**src/rtl/pras_pkg.sv**
```systemverilog
// Shared constants and types for the paged register access sequencer.
package pras_pkg;
    localparam int          MG_REG_W  = 5;
    localparam int          MG_DATA_W = 16;
    localparam int          PAGE_W    = 8;
    localparam int          WORDS_MAX = 4;
    localparam int          DATA_W    = MG_DATA_W * WORDS_MAX;
    localparam int          IDX_W     = $clog2(WORDS_MAX);

    localparam logic [MG_REG_W-1:0] REG_PAGE  = 5'h10;
    localparam logic [MG_REG_W-1:0] REG_CMD   = 5'h11;
    localparam logic [MG_REG_W-1:0] REG_DATA0 = 5'h18;
    localparam logic [1:0]          OP_WR     = 2'b01;
    localparam logic [1:0]          OP_RD     = 2'b10;
    localparam logic [PAGE_W-1:0]   PAGE_NONE = 8'hFF;

    typedef enum logic [2:0] {
        S_IDLE, S_PAGE, S_WDATA, S_CMD, S_POLL, S_WAIT, S_RDATA, S_FIN
    } seq_state_t;

    // Number of 16-bit words that a width code spans.
    function automatic logic [IDX_W:0] word_count(input logic [2:0] code);
        case (code)
            3'd0, 3'd1: return 3'd1;
            3'd2:       return 3'd2;
            3'd3:       return 3'd3;
            default:    return 3'd4;
        endcase
    endfunction
endpackage

```
**src/rtl/pras_page_cache.sv**
```systemverilog
// Remembers which page the remote window currently points at.
// Assumes: PAGE_NONE is never requested; upd is only raised on a clean page write.
module pras_page_cache
    import pras_pkg::*;
(
    input  logic              clk,
    input  logic              rst_n,
    input  logic              upd,
    input  logic [PAGE_W-1:0] upd_page,
    input  logic [PAGE_W-1:0] cmp_page,
    output logic              hit
);
    logic [PAGE_W-1:0] cur_page;

    // Hold the last page written successfully; invalid after reset.
    always_ff @(posedge clk) begin
        if (!rst_n)   cur_page <= PAGE_NONE;
        else if (upd) cur_page <= upd_page;
    end

    assign hit = (cmp_page == cur_page);
endmodule

```
**src/rtl/pras_poll_pacer.sv**
```systemverilog
// Counts completion polls and times the pause between them.
// Assumes: POLL_LIMIT >= 1 and POLL_GAP >= 1; clear comes before the first poll.
module pras_poll_pacer #(
    parameter int POLL_LIMIT = 5,
    parameter int POLL_GAP   = 8
) (
    input  logic clk,
    input  logic rst_n,
    input  logic clear,
    input  logic poll_done,
    input  logic gap_load,
    input  logic gap_run,
    output logic last_poll,
    output logic gap_over
);
    localparam int AW = $clog2(POLL_LIMIT + 1);
    localparam int GW = (POLL_GAP > 1) ? $clog2(POLL_GAP) : 1;

    logic [AW-1:0] polls;
    logic [GW-1:0] gap_cnt;

    // Number of polls already acknowledged for this command.
    always_ff @(posedge clk) begin
        if (!rst_n || clear) polls <= '0;
        else if (poll_done)  polls <= polls + 1'b1;
    end

    // Down-counter for the idle cycles between polls.
    always_ff @(posedge clk) begin
        if (!rst_n)                     gap_cnt <= '0;
        else if (gap_load)              gap_cnt <= GW'(POLL_GAP - 1);
        else if (gap_run && !gap_over)  gap_cnt <= gap_cnt - 1'b1;
    end

    assign last_poll = (polls == AW'(POLL_LIMIT - 1));
    assign gap_over  = (gap_cnt == '0);
endmodule

```
**src/rtl/pras_rd_assembler.sv**
```systemverilog
// Gathers read data words into one wide result, one lane per word.
// Assumes: clear at request start; narrow masks to the low byte of word 0.
module pras_rd_assembler
    import pras_pkg::*;
(
    input  logic                 clk,
    input  logic                 rst_n,
    input  logic                 clear,
    input  logic                 load,
    input  logic [IDX_W-1:0]     idx,
    input  logic [MG_DATA_W-1:0] word,
    input  logic                 narrow,
    output logic [DATA_W-1:0]    data
);
    logic [DATA_W-1:0] flat;

    for (genvar g = 0; g < WORDS_MAX; g++) begin : g_lane
        logic [MG_DATA_W-1:0] lane;
        // Capture the word addressed to this lane.
        always_ff @(posedge clk) begin
            if (!rst_n || clear)                  lane <= '0;
            else if (load && idx == IDX_W'(g))    lane <= word;
        end
        assign flat[g*MG_DATA_W +: MG_DATA_W] = lane;
    end

    assign data = narrow ? {{(DATA_W-8){1'b0}}, flat[7:0]} : flat;
endmodule

```
**src/rtl/pras_top.sv**
```systemverilog
// Paged register access sequencer: turns one wide paged access into
// page select, data, command, poll and read-back management accesses.
// Assumes: one management access outstanding; mg_ack is a one-cycle pulse.
module pras_top
    import pras_pkg::*;
#(
    parameter int POLL_LIMIT = 5,
    parameter int POLL_GAP   = 8
) (
    input  logic        clk,
    input  logic        rst_n,
    input  logic        req_valid,
    output logic        req_ready,
    input  logic [7:0]  req_page,
    input  logic [7:0]  req_offset,
    input  logic [2:0]  req_width,
    input  logic        req_write,
    input  logic [63:0] req_wdata,
    output logic        done,
    output logic        err,
    output logic [63:0] rdata,
    output logic        mg_req,
    output logic        mg_write,
    output logic [4:0]  mg_reg,
    output logic [15:0] mg_wdata,
    input  logic        mg_ack,
    input  logic [15:0] mg_rdata,
    input  logic        mg_err
);
    seq_state_t          state;
    logic [PAGE_W-1:0]   r_page, r_off;
    logic [IDX_W:0]      r_nw;
    logic                r_write, r_narrow, err_q;
    logic [DATA_W-1:0]   r_wdata;
    logic [IDX_W-1:0]    widx;
    logic                accept, hit, ack_ok, ack_bad, last_word;
    logic                last_poll, gap_over, poll_busy;
    logic [DATA_W-1:0]   asm_data;

    assign req_ready = (state == S_IDLE);
    assign accept    = req_valid && req_ready;
    assign ack_ok    = mg_req && mg_ack && !mg_err;
    assign ack_bad   = mg_req && mg_ack && mg_err;
    assign last_word = ({1'b0, widx} == r_nw - 1'b1);
    assign poll_busy = (mg_rdata[1:0] != 2'b00);

    pras_page_cache u_cache (
        .clk      (clk),
        .rst_n    (rst_n),
        .upd      (state == S_PAGE && ack_ok),
        .upd_page (r_page),
        .cmp_page (req_page),
        .hit      (hit)
    );

    pras_poll_pacer #(.POLL_LIMIT(POLL_LIMIT), .POLL_GAP(POLL_GAP)) u_pacer (
        .clk       (clk),
        .rst_n     (rst_n),
        .clear     (state == S_CMD && ack_ok),
        .poll_done (state == S_POLL && ack_ok),
        .gap_load  (state == S_POLL && ack_ok && poll_busy && !last_poll),
        .gap_run   (state == S_WAIT),
        .last_poll (last_poll),
        .gap_over  (gap_over)
    );

    pras_rd_assembler u_asm (
        .clk    (clk),
        .rst_n  (rst_n),
        .clear  (accept),
        .load   (state == S_RDATA && ack_ok),
        .idx    (widx),
        .word   (mg_rdata),
        .narrow (r_narrow),
        .data   (asm_data)
    );

    // Latch the accepted request.
    always_ff @(posedge clk) begin
        if (!rst_n) begin
            r_page   <= '0;
            r_off    <= '0;
            r_nw     <= '0;
            r_write  <= 1'b0;
            r_narrow <= 1'b0;
            r_wdata  <= '0;
        end else if (accept) begin
            r_page   <= req_page;
            r_off    <= req_offset;
            r_nw     <= word_count(req_width);
            r_write  <= req_write;
            r_narrow <= (req_width == 3'd0);
            r_wdata  <= req_wdata;
        end
    end

    // Sequence controller: walks page, data, command, poll and read phases.
    always_ff @(posedge clk) begin
        if (!rst_n) begin
            state <= S_IDLE;
            widx  <= '0;
            err_q <= 1'b0;
        end else if (ack_bad) begin
            err_q <= 1'b1;
            state <= S_FIN;
        end else begin
            unique case (state)
                S_IDLE: if (accept) begin
                    widx  <= '0;
                    err_q <= 1'b0;
                    state <= !hit ? S_PAGE : (req_write ? S_WDATA : S_CMD);
                end
                S_PAGE: if (ack_ok) state <= r_write ? S_WDATA : S_CMD;
                S_WDATA: if (ack_ok) begin
                    widx  <= last_word ? '0 : widx + 1'b1;
                    state <= last_word ? S_CMD : S_WDATA;
                end
                S_CMD: if (ack_ok) state <= S_POLL;
                S_POLL: if (ack_ok) begin
                    if (!poll_busy) begin
                        widx  <= '0;
                        state <= r_write ? S_FIN : S_RDATA;
                    end else if (last_poll) begin
                        err_q <= 1'b1;
                        state <= S_FIN;
                    end else begin
                        state <= S_WAIT;
                    end
                end
                S_WAIT: if (gap_over) state <= S_POLL;
                S_RDATA: if (ack_ok) begin
                    widx  <= widx + 1'b1;
                    state <= last_word ? S_FIN : S_RDATA;
                end
                S_FIN: state <= S_IDLE;
                default: state <= S_IDLE;
            endcase
        end
    end

    // Present the management access for the current phase.
    always_comb begin
        mg_req   = 1'b0;
        mg_write = 1'b0;
        mg_reg   = REG_CMD;
        mg_wdata = '0;
        case (state)
            S_PAGE: begin
                mg_req = 1'b1; mg_write = 1'b1; mg_reg = REG_PAGE;
                mg_wdata = {r_page, 8'h01};
            end
            S_WDATA: begin
                mg_req = 1'b1; mg_write = 1'b1;
                mg_reg = REG_DATA0 + MG_REG_W'(widx);
                mg_wdata = r_wdata[widx*MG_DATA_W +: MG_DATA_W];
            end
            S_CMD: begin
                mg_req = 1'b1; mg_write = 1'b1; mg_reg = REG_CMD;
                mg_wdata = {r_off, 6'b0, r_write ? OP_WR : OP_RD};
            end
            S_POLL:  mg_req = 1'b1;
            S_RDATA: begin
                mg_req = 1'b1;
                mg_reg = REG_DATA0 + MG_REG_W'(widx);
            end
            default: ;
        endcase
    end

    assign done  = (state == S_FIN);
    assign err   = done && err_q;
    assign rdata = (done && !err_q) ? asm_data : '0;
endmodule

```
**config.mk**
```make
export PLATFORM = sky130hd
export DESIGN_NAME = pras_top
export DESIGN_NICKNAME = d
export VERILOG_FILES = /design/src/rtl/pras_pkg.sv /design/src/rtl/pras_page_cache.sv /design/src/rtl/pras_poll_pacer.sv /design/src/rtl/pras_rd_assembler.sv /design/src/rtl/pras_top.sv
export SDC_FILE = /design/constraint.sdc
export NUM_CORES = 1
export LEC_CHECK = 0
export BUFFER_PORTS_ARGS = -buffer_cell sky130_fd_sc_hd__buf_2
export CORE_UTILIZATION = 48
export DETAILED_ROUTE_END_ITERATION = 6
export PLACE_DENSITY = 0.76
export SLEW_MARGIN = 20
export SYNTH_ARGS = -nofsm -noshare
export SYNTH_HDL_FRONTEND = slang
export SYNTH_SLANG_ARGS = --single-unit
```
**constraint.sdc**
```tcl
create_clock -name clk -period 2.35 [get_ports clk]
set_clock_uncertainty 0.1 [all_clocks]
set_input_delay 0.1175 -clock clk [delete_from_list [all_inputs] [get_ports clk]]
set_output_delay 0.1175 -clock clk [all_outputs]
set_load 0.01 [all_outputs]
```
# After elaboration in Yosys (flattened, before gate mapping)
# Index checks and enable logic that the tools add are counted.
# W data, S select, Z words.
word_totals:
  reg_bits: 169
  output_inout_bits: 90
  in_bits: 105
op_classes:
  eq_ne: 30
  n_addsub: 5
  n_bitwise: 1
  n_reduce_logical: 39
  mux: 40
  shift: 1
op_table:
  columns: ["cell", "n"]
  rows:
  - ["$mux W64", 2]
  - ["$shiftx A64 B7 Y16", 1]
  - ["$pmux W16 S3", 1]
  - ["$mux W3", 10]
  - ["$ne A3 B3 Y1 const B", 8]
  - ["$pmux W3 S8", 1]
  - ["$mux W2", 10]
  - ["$logic_and A1 B1 Y1", 17]
  - ["$eq A3 B3 Y1 const B", 5]
  - ["$reduce_and A7 Y1", 2]
  - ["$eq A3 B2 Y1 const B", 4]
  - ["$mux W1", 12]
  - ["$pmux W5 S2", 1]
  - ["$logic_not A3 Y1", 3]
  - ["$pmux W3 S3", 1]
  - ["$eq A8 B8 Y1", 1]
  - ["$ne A2 B2 Y1 const B", 4]
  - ["$pmux W2 S4", 1]
  - ["$eq A3 B1 Y1 const B", 2]
  - ["$sub A3 B1 Y3 const B", 2]
  - ["$add A4 B3 Y5 const A", 1]
  - ["$logic_not A1 Y1", 5]
  - ["$reduce_and A5 Y1", 1]
  - ["$reduce_or A5 Y1", 1]
  - ["other kinds (16)", 20]

# Longest topological paths before layout
# Gate-level depths: netlist of run 1.
depth:
  depth_word: 9
  ltp_mapped: 9
  ltp_nobuf: 8

# Hierarchy
# Synthesis of run 1 repeated with hierarchy kept, for this count alone.
hier_totals:
  cells_unflattened: 985
  hier_area_um2: 8534.4
modules_own_cells:
  columns: ["module", "cells_each", "instances", "area_each_um2", "seq_area_each_um2"]
  rows:
  - ["pras_top", 609, 1, 4710.8, 1821.7]
  - ["pras_rd_assembler", 307, 1, 3118.0, 1281.2]
  - ["pras_page_cache", 37, 1, 371.6, 160.2]
  - ["pras_poll_pacer", 32, 1, 334.1, 120.1]

# Least setup slack after synthesis of run 1
# OpenSTA, ideal clock, no wires.
synth_timing:
  path_kind: "register to register"
  start: "register state[2]"
  end: "register widx[1]"
  arrival_time_ns: 2.172
  setup_time_ns: 0.076
  slack_ns: 0.002
  stages_incl_launch_ff: 9
  cell_sequence: "dfxtp_1 > buf_6 > inv_1 > ha_1 > nand2b_4 > o31a_1 > or4_1 > or3_1 > a21boi_0"
synth_between:
  elab_chain_cells: 7
  word_cells_on_any_way: 21
synth_rtl:
  columns: ["element", "line", "text"]
  rows:
  - ["from (decl)", "pras_top.sv:30", "seq_state_t state;"]
  - ["from (signal assigned)", "pras_top.sv:111", "state <= !hit ? S_PAGE : (req_write ? S_WDATA : S_CMD);"]
  - ["from (signal assigned)", "pras_top.sv:113", "S_PAGE: if (ack_ok) state <= r_write ? S_WDATA : S_CMD;"]
  - ["from (signal assigned)", "pras_top.sv:116", "state <= last_word ? S_CMD : S_WDATA;"]
  - ["$eq A3 B1 Y1, or another cell as far along", "pras_top.sv:147", "case (state)"]
  - ["$reduce_or A5 Y1 (no line)", null, null]
  - ["$mux W1", "pras_top.sv:147", null]
  - ["$logic_and A1 B1 Y1", "pras_top.sv:42, pras_top.sv:43", null]
  - ["$logic_and A1 B1 Y1, on equally long branches", "pras_top.sv:42, pras_top.sv:43", null]
  - ["$ne A2 B2 Y1 (no line) / $not A1 Y1 (equally long branches)", null, null]
  - ["$reduce_and A7 Y1 (no line)", null, null]
  - ["to (signal assigned)", "pras_top.sv:115", "widx <= last_word ? '0 : widx + 1'b1;"]
  - ["to (signal assigned)", "pras_top.sv:132", "widx <= widx + 1'b1;"]
  - ["to (decl)", "pras_top.sv:35", "logic [IDX_W-1:0] widx;"]
# Several ways; a longest one is shown, not always the timed one.
# A chain may end at the register's enable or synchronous reset.

# Worst setup path after layout of run 1
layout_timing:
  start: "register widx[1]"
  end: "output port mg_wdata[11]"
layout_between:
  elab_chain_cells: 2
layout_rtl:
  columns: ["element", "line", "text"]
  rows:
  - ["$shiftx A64 B7 Y16", "pras_top.sv:155", "mg_wdata = r_wdata[widx*MG_DATA_W +: MG_DATA_W];"]
  - ["$pmux W16 S3", "pras_top.sv:147", null]
  - ["to (decl)", "pras_top.sv:25", "output logic [15:0] mg_wdata,"]
# No other way between the ends.

==> results of run 1 <==
cell type report:
type | count | area, µm² | share of cell area [%]
multi-input cells | 708 | 4150 | 38.6
flip-flops and latches | 169 | 3380 | 31.5
repair buffers | 325 | 2310 | 21.5
clock buffers | 23 | 478 | 4.45
well taps | 216 | 270 | 2.52
clock inverters | 8 | 87.6 | 0.815
inverters | 16 | 60.1 | 0.559
power by group:
part	switching [W]	internal, W	leakage [nW]
registers	0.000178	0.00318	1.37
logic	0.00161	0.00106	2.72
clock network	0.00116	0.00155	0.279
synth_stat cells, types with 2 or more instances:
| master | instances | area, µm² |
|---|---|---|
| buf_4 | 3 | 22.5 |
| nand2_1 | 262 | 983 |
| buf_2 | 13 | 65.1 |
| o21ai_0 | 11 | 55.1 |
| nor2b_1 | 8 | 50.1 |
| mux2_2 | 8 | 90.1 |
| inv_1 | 16 | 60.1 |
| and3_1 | 3 | 18.8 |
| nand4_1 | 5 | 31.3 |
| or3_1 | 4 | 25.0 |
| and2b_1 | 3 | 22.5 |
| nand2b_1 | 2 | 12.5 |
| mux4_2 | 16 | 360 |
| nor3_1 | 6 | 30.0 |
| conb_1 | 2 | 7.51 |
| buf_1 | 7 | 26.3 |
| o21a_1 | 2 | 15.0 |
| a21oi_1 | 73 | 365 |
| a22oi_1 | 9 | 67.6 |
| ha_1 | 10 | 125 |
| a21boi_0 | 91 | 683 |
| and2_1 | 66 | 413 |
| nand3_1 | 78 | 390 |
| clkbuf_1 | 55 | 206 |
| nor2_1 | 16 | 60.1 |
| xnor2_1 | 11 | 96.3 |
| nor4_1 | 2 | 12.5 |
| dfxtp_1 | 169 | 3380 |
sequential cells by signal (all words and copies together) (netlist names):
register           flops
u_pacer.gap_cnt        3
widx                   2
u_asm.g_lane.lane     64
state                  3
r_off                  8
u_cache.cur_page       8
r_narrow               1
err_q                  1
r_write                1
r_wdata               64
r_nw                   3
u_pacer.polls          3
r_page                 8
cell families after synthesis:
family	after synthesis
AO/OA/AOI/OAI	198
XOR/XNOR	12
adder cells (fa/ha/maj)	10
buffers and inverters	95
flip-flops	169
multiplexers	25
other	2
AND/OR/NAND/NOR	461
worst min-delay path by stage:
stage	from	slack, ps	cells past startpoint	endpoint
finish	mg_err	80	3	state[2]$_SDFFE_PN0P_
global route	mg_err	90	3	state[2]$_SDFFE_PN0P_
CTS	mg_err	50	3	state[2]$_SDFFE_PN0P_
detailed placement	req_wdata[30]	270	3	r_wdata[30]$_SDFFE_PN0P_
global placement	req_wdata[31]	270	3	r_wdata[31]$_SDFFE_PN0P_
floorplan	req_width[2]	160	2	r_nw[2]$_SDFFE_PN0P_
metal layers:
layer | track usage (%) | routed length, µm
met4 | 12.9 | 812
met1 | 34.6 | 9860
met2 | 47.3 | 11700
met3 | 6.19 | 1540
met5 | 0 | 0
worst min-delay path, cell delays in order:
cell	delay (ps)
buf_2	160
nand2_1	160
a21boi_0	110
what timing repair did:
item,CTS,global route
setup buffers,0,2
hold endpoints to repair,149,0
setup endpoints to repair,0,70
hold buffers,100,0
gates resized for setup,0,9
through the flow:
step | total power [W] | utilization, % | TNS (ps) | instance area, µm² | hold WS [ps]
2_1_floorplan | 0.00500 | - | 0 | 7880 | 162
3_3_place_gp | 0.00579 | 57.1 | 0 | 9100 | 271
3_5_place_dp | 0.00583 | 57.1 | 0 | 9100 | 275
4_1_cts | 0.00866 | 66.9 | 0 | 10700 | 49.2
5_1_grt | 0.00919 | 67.4 | -242 | 10700 | 88.5
6_report | 0.00874 | 67.4 | 0 | 10700 | 75.1
cells in the final DEF, fill, tap and decap left out, drive strengths merged, types with 6 or more instances in the layout:
cell,instances
o21ai,11
a21oi,73
clkbuf,24
nor2,16
xnor2,11
a22oi,9
ha,10
nor2b,8
mux4,16
buf,224
dlygate4sd3,100
nand2,262
and2,66
mux2,8
nor3,6
inv,19
a21boi,91
dfxtp,169
nand3,78
==> impl_results.md, run 1 <==
* Slew @ Worst Pin at 596 ps
* Setup ws final at 98.2 ps
* Worst-Skew Late Latency at 420 ps
* Number of synthesized flops with an enable pin at 0
* Outcome: completed
* Adder-Cell Fraction of Synth Area at 1.59%
* Sequential share of the synthesized area at 42.9%
* Post-route ant nets at 0
* Max VDD drop at 0.554 mV
* Largest family of logic cells by synthesized area: simple AND/OR/NAND/NOR gates
* Reg2Reg Depth at 7
* Cell Pwr Density at 813 mW/mm²
* Die X at 130 µm
* First-pass GRT wire length at 36,800 µm
* Crit Reg-Reg Startpoint: state[2]$_SDFFE_PN0P_
* # DRC at 0
* Mapped Area at 0.00788 mm²
* Dpl cells at 1,330
* Leak pwr at 4.38 nW
* Flop2flop setup slack at 110 ps
* Maxcap violations at 0
* Synth Net Count at 1,087
* # IOs at 195
* Critical path destination: mg_wdata[11]
* Number of CTS-inserted buffers at 17
* Crit Path Category: flip-flop to output pin
* Starting Density at 49.4%
* Levels on crit path at 5
* Die area at 0.0169 mm²
* CP startpoint: widx[1]$_SDFFE_PN0P_
* Distinct cells, synth at 49
* Drt initial violations at 705
* CTS Root Cell: clkbuf_16
* CP required at 2130 ps
* Fin cells at 1,465
* Core Region at 0.0159 mm²
* Min-Delay Path Class: input pin to flip-flop
* Vias per cell at 5.40
* Share of cells above drive strength 1 at 23.0%
* Antenna violations before repair at 0
* CP max-delay cell: mux4_2
* Worst Path Buf+Inv at 2
* Hold Violations, Final at 0
* Final Setup Violations at 0
* CTS tree: built
* Post-synth ARST share at 0%
* Total grt overflow at 0
* IO Port Bufs at 192
* Fmax at 444 MHz
* Critical path capture point type: output pin
* Pre-CTS WS at 134 ps
* Nets at 1,352
* Clock Tree Buf Depth at 2
* Largest net degree at the start of global routing at 65
* Crit start category: flip-flop
* Final wirelength at 23,900 µm
* P&R area growth vs syn at 36.4%
* Hpwl dp at 14,400 µm
* Row count at 46
* FILL cells at 1,243
* Vias in the first global route at 7,537
* N_diodes at 0
* Compound-cell area share of the yosys netlist at 16.5%
* Largest fanout on the critical path at 21
* Clock sinks at 169
* CP Cell Sequence: buf_12 -> mux4_2 -> a22oi_1 -> nor2_1 -> buf_2
* Mean Syn Cell Area at 8.11 µm²
* Total Routing Usage GR at 28.2%
* Post-Syn Instances at 972
* Cell family with most CP delay: multiplexers
* Reg clk slew, reported paths at 60 ps
* Die height at 130 µm
* Slew HR at 60.2%
* Xor/xnor cell area share of the yosys netlist at 1.33%
* Final Wtd Congestion at 0.865
* Period utilization at 95.8%
* Syn. warnings at 0
* Synth Register Bits at 169
* First drt pass iteration count at 7
* Drt wl/cell at 16.3 µm
* CP peak stage delay at 570 ps
* R2r endpoint: widx[1]$_SDFFE_PN0P_
* Synth Flop Type: dfxtp_1
* Mux cell area share after synthesis at 5.84%
* Tmin final at 2250 ps
* Worst Path Arrival at 2030 ps
* Synth Area in Simple Gates at 26.7%
* Via Count at 7,909
* CTS H-tree lvls at 4
* Max Slew Vio Count at 0
Power figures use the tool's default switching activity.
==> run 2, diff against run 1 <==
GPL_TIMING_DRIVEN = 0   (was default)
==> impl_results.md, run 2 (same netlist as run 1, synthesis figures left out) <==
* Outcome: finished, violations left
* Failing checks: setup timing
* CTS tree: built
* Vias per cell at 5.45 (+1.0%)
* Final Setup Violations at 2 (+2)
* Starting Density at 49.4% (unchanged)
* Tmin final at 2390 ps (+141 ps)
* P&R area growth vs syn at 39.3%
* Worst Path Buf+Inv at 2 (unchanged)
* Slew @ Worst Pin at 728 ps (+132 ps)
* Reg clk slew, reported paths at 60 ps (about the same)
* Largest fanout on the critical path at 5 (-76%)
* Critical path capture point type: flip-flop
* Crit Path Category: flip-flop to flip-flop
* Max Slew Vio Count at 0 (unchanged)
* CP max-delay cell: or4_4
* Crit start category: flip-flop
* Largest net degree at the start of global routing at 17 (-74%)
* Cell family with most CP delay: simple AND/OR/NAND/NOR gates
* Post-route ant nets at 0 (unchanged)
* Final Wtd Congestion at 0.857 (-0.83%)
* Vias in the first global route at 7,826 (+3.8%)
* First drt pass iteration count at 6 (-1)
* Die height at 130 µm (unchanged)
* Via Count at 8,312 (+5.1%)
* Maxcap violations at 0 (unchanged)
* Total grt overflow at 0 (unchanged)
* Crit Reg-Reg Startpoint: state[2]$_SDFFE_PN0P_
* Share of cells above drive strength 1 at 24.8% (+1.8 points)
* Hold Violations, Final at 0 (unchanged)
* Die area at 0.0169 mm² (unchanged)
* Min-Delay Path Class: input pin to flip-flop
* Antenna violations before repair at 1 (+1)
* # IOs at 195 (unchanged)
* Core Region at 0.0159 mm² (unchanged)
* Drt initial violations at 692 (-1.8%)
* CTS Root Cell: clkbuf_16
* Cell Pwr Density at 832 mW/mm² (+2.3%)
* CTS H-tree lvls at 4 (unchanged)
* Period utilization at 102% (+6.0 points)
* Number of CTS-inserted buffers at 17 (unchanged)
* Nets at 1,410 (+4.3%)
* Total Routing Usage GR at 31.2% (+3.0 points)
* FILL cells at 1,203 (-3.2%)
* Row count at 46 (unchanged)
* Worst-Skew Late Latency at 430 ps (about the same)
* Commonest cells after routing, fill and taps aside: 259 x nand2_1, 198 x buf_2, 165 x dfxtp_1
* Clock Tree Buf Depth at 2 (unchanged)
* Setup ws final at -42.4 ps (-141 ps)
* First-pass GRT wire length at 39,900 µm (+8.5%)
* IO Port Bufs at 191 (-0.52%)
* Flop2flop setup slack at -40 ps (-150 ps)
* Clock sinks at 169 (unchanged)
* Fmax at 418 MHz (-5.9%)
* Footprint of the multi-input gates at 0.00416 mm² (+0.21%)
* Setup TNS at -70.6 ps (-70.6 ps)
* # DRC at 0 (unchanged)
* Hold Startpoint: mg_err
* CP peak stage delay at 570 ps (about the same)
* Worst Path Arrival at 2650 ps (+620 ps)
* RSZ-0062 raised after global routing: yes
* Register area at 0.00339 mm² (+0.22%)
* Hpwl dp at 16,700 µm (+16%)
* Slew HR at 51.3% (-8.8 points)
* Die X at 130 µm (unchanged)
* Max VDD drop at 0.630 mV (+14%)
* CP required at 2610 ps (+480 ps)
* Leak pwr at 4.52 nW (+3.2%)
* Fin util at 68.8% (+1.5 points)
* Largest regs: r_wdata x64, u_asm.g_lane.lane x64
* Drt wl/cell at 17.4 µm (+6.6%)
* Fin cells at 1,524 (+4.0%)
* Final wirelength at 26,500 µm (+11%)
* CP startpoint: state[2]$_SDFFE_PN0P_
* Dpl cells at 1,379 (+3.7%)
* CP Cell Sequence: buf_6 -> clkinvlp_4 -> ha_4 -> nand2b_4 -> o31a_1 -> or4_4 -> or3_1 -> a21boi_1
* Commonest non-fill, non-tap cell in the layout: nand2_1
==> run 2: per-layer routing <==
metal	routed length (µm)	GRT usage, %	part of all wire [%]
met1	10400	37.8	39
met2	12800	51.8	48
met3	2180	6.60	8.2
met4	1160	17.0	4.4
met5	0	0	0
==> run 2: report_power, final <==
group | leakage [nW] | switching [W] | internal [W]
clock network | 0.279 | 0.00121 | 0.00157
logic | 2.86 | 0.00178 | 0.00116
registers | 1.37 | 0.000215 | 0.00319
==> run 2: path summary, 6_finish.rpt <==
path	to	cells past startpoint
max	widx[1]$_SDFFE_PN0P_	8
min reg2reg	u_asm.g_lane[1].lane[6]$_SDFFE_PP0P_	2
max reg2reg	widx[1]$_SDFFE_PN0P_	8
min	state[2]$_SDFFE_PN0P_	3
==> run 2: final cells by class <==
class                   count  area share (%)
diodes                      1          0.0228
plain buffers              75            3.80
clock buffers              18            3.91
clock inverters            13            1.32
inverters                  16           0.581
multi-input cells         708            37.9
flip-flops and latches    169            30.9
well taps                 216            2.46
repair buffers            308            19.1
==> run 2: what timing repair did <==
action,4_1_cts,5_1_grt
hold endpoints to repair,149,0
gates resized for setup,46,45
buffers inserted,11,6
pin swaps,7,8
setup endpoints to repair,164,160
hold buffers,100,0
==> run 2: per-stage QoR <==
step | setup WS, ps | area, µm² | hold WS (ps) | total power (W)
after floorplan | 2.39 | 7880 | 162 | 0.00500
final | -42.4 | 11000 | 30.9 | 0.00913
after CTS | -59.1 | 10900 | 9.99 | 0.00892
after detailed placement | -630 | 9100 | 276 | 0.00585
after global routing | -114 | 11000 | 76.4 | 0.00951
after global placement | -641 | 9100 | 270 | 0.00581
==> run 2: worst reg2reg max path, delay by kind of cell (launching register included) <==
kind                       cells  cell delay, ps
DFF                            1             320
AOI/OAI and AO/OA              2             370
buffers and inverters          2             220
and+or+nand+nor                3            1070
adders and majority gates      1             230
==> run 3, diff against run 2 <==
CORE_ASPECT_RATIO = 1.5   (was default)
==> impl_results.md, run 3 (same netlist as run 1, synthesis figures left out) <==
* Outcome: finished, violations left
* Failing checks: setup timing
* CP Cell Sequence: clkinvlp_4 -> ha_4 -> nand2b_4 -> o31a_1 -> or4_4 -> or3_4 -> a21boi_2
* Number of CTS-inserted buffers at 17 (unchanged)
* Total Routing Usage GR at 30.8% (-0.34 points)
* Die area at 0.0169 mm² (about the same)
* Final wirelength at 26,000 µm (-1.8%)
* CTS H-tree lvls at 4 (unchanged)
* P&R area growth vs syn at 39.0%
* CP max-delay cell: or4_4
* Largest fanout on the critical path at 5 (unchanged)
* Largest net degree at the start of global routing at 17 (unchanged)
* # IOs at 195 (unchanged)
* First-pass GRT wire length at 40,800 µm (+2.4%)
* Die X at 107 µm (-18%)
* IO Port Bufs at 191 (unchanged)
* CP required at 2610 ps (about the same)
* Worst Path Arrival at 2650 ps (about the same)
* Slew HR at 47.3% (-4.1 points)
* # DRC at 0 (unchanged)
* Max VDD drop at 0.589 mV (-6.6%)
* Tmin final at 2400 ps (+4.55 ps)
* Min-Delay Path Class: input pin to flip-flop
* Cell Pwr Density at 861 mW/mm² (+3.6%)
* Drt initial violations at 589 (-15%)
* Final Setup Violations at 2 (unchanged)
* Final Power at 0.00944 W (+3.3%)
* Clock Tree Buf Depth at 2 (unchanged)
* Final Wtd Congestion at 0.932 (+8.8%)
* N_diodes at 0 (-1)
* Slew @ Worst Pin at 789 ps (+61.1 ps)
* Total grt overflow at 0 (unchanged)
* RSZ-0062 raised after global routing: yes
* Hold Violations, Final at 0 (unchanged)
* CTS tree: built
* CP peak stage delay at 510 ps (-60 ps)
* Fmax at 417 MHz (-0.19%)
* Setup TNS at -57.4 ps (+13.1 ps)
* Largest regs: r_wdata x64, u_asm.g_lane.lane x64
* Hpwl dp at 17,400 µm (+4.6%)
* Worst Hold Slack at 28.0 ps (-2.83 ps)
* Clock sinks at 169 (unchanged)
* FILL cells at 1,273 (+5.8%)
* Vias in the first global route at 8,248 (+5.4%)
* Core Region at 0.0161 mm² (+1.1%)
* Crit start category: flip-flop
* Drt wl/cell at 17.3 µm (-0.67%)
* First drt pass iteration count at 5 (-1)
* Max Slew Vio Count at 0 (unchanged)
* CTS Root Cell: clkbuf_16
* Maxcap violations at 0 (unchanged)
* Via Count at 8,223 (-1.1%)
* Leak pwr at 4.51 nW (-0.26%)
* Commonest non-fill, non-tap cell in the layout: nand2_1
* Design area at 0.0110 mm² (-0.21%)
* Share of cells above drive strength 1 at 24.2% (-0.56 points)
* Post-route ant nets at 0 (unchanged)
* Setup ws final at -47.0 ps (-4.55 ps)
* Commonest cells after routing, fill and taps aside: 259 x nand2_1, 198 x buf_2, 166 x dfxtp_1
* Placed Area at 0.00909 mm² (-0.14%)
* Antenna violations before repair at 1 (unchanged)
* Starting Density at 48.9% (-0.54 points)
* Nets at 1,402 (-0.57%)
* Critical path capture point type: flip-flop
* Period utilization at 102% (+0.19 points)
* Reg clk slew, reported paths at 60 ps (about the same)
* Worst-Skew Late Latency at 430 ps (about the same)
* Crit Path Category: flip-flop to flip-flop
* Row count at 57 (+24%)
* Vias per cell at 5.46 (+0.11%)
* Die height at 159 µm (+22%)
## run 3: worst max-delay path: cells and delay by family, from the launching register on
kind	cells	cell delay [ps]
AND/OR/NAND/NOR	3	1090
flip-flops	1	380
buffers and inverters	1	120
adder cells (fa/ha/maj)	1	270
AO/OA/AOI/OAI	2	370
## run 3: layout make-up
class | instances | area (µm²) | area share [%]
flip-flops and latches | 169 | 3390 | 30.9
repair buffers | 300 | 2030 | 18.5
multi-input cells | 708 | 4160 | 38.0
inverters | 16 | 63.8 | 0.583
clock buffers | 18 | 429 | 3.92
plain buffers | 75 | 398 | 3.63
clock inverters | 14 | 229 | 2.09
well taps | 206 | 258 | 2.35
## run 3: repair_timing
| action | CTS | global route |
|---|---|---|
| hold endpoints to repair | 149 | 0 |
| setup endpoints to repair | 155 | 163 |
| setup buffers | 3 | 6 |
| pin swaps | 0 | 8 |
| hold buffers | 100 | 0 |
| gates resized for setup | 33 | 56 |
## run 3: per-stage QoR
step           worst slack [ps]  util (%)  instances
2_1_floorplan              2.39         -        972
3_3_place_gp               -570      56.4       1369
3_5_place_dp               -597      56.4       1369
4_1_cts                    6.27      67.4       1504
5_1_grt                   -98.2      68.0       1506
6_report                  -47.0      68.0       1506
## run 3: final timing paths
| kind | from | endpoint | slack [ps] | cells after the start |
|---|---|---|---|---|
| setup reg to reg | state[2]$_SDFFE_PN0P_ | widx[0]$_SDFFE_PN0P_ | -50 | 7 |
| hold reg to reg | u_asm.g_lane[3].lane[12]$_SDFFE_PP0P_ | u_asm.g_lane[3].lane[12]$_SDFFE_PP0P_ | 350 | 2 |
| hold / removal | mg_err | state[2]$_SDFFE_PN0P_ | 30 | 3 |
| setup / recovery | state[2]$_SDFFE_PN0P_ | widx[0]$_SDFFE_PN0P_ | -50 | 7 |
## run 3: layer usage
layer	vias up	wire, µm	global-route usage (%)
met2	421	13800	57.2
met1	3806	9160	31.8
met3	111	1590	4.97
met4	2	1460	18.2
met5	-	14	0
li1	3883	-	-
## run 3: report_power, final
| part | internal [W] | switching (W) | leakage, nW | total (W) |
|---|---|---|---|---|
| clock | 0.00192 | 0.00126 | 0.315 | 0.00317 |
| sequential | 0.00318 | 0.000211 | 1.37 | 0.00339 |
| combinational | 0.00112 | 0.00175 | 2.82 | 0.00287 |
| total | 0.00622 | 0.00322 | 4.51 | 0.00944 |
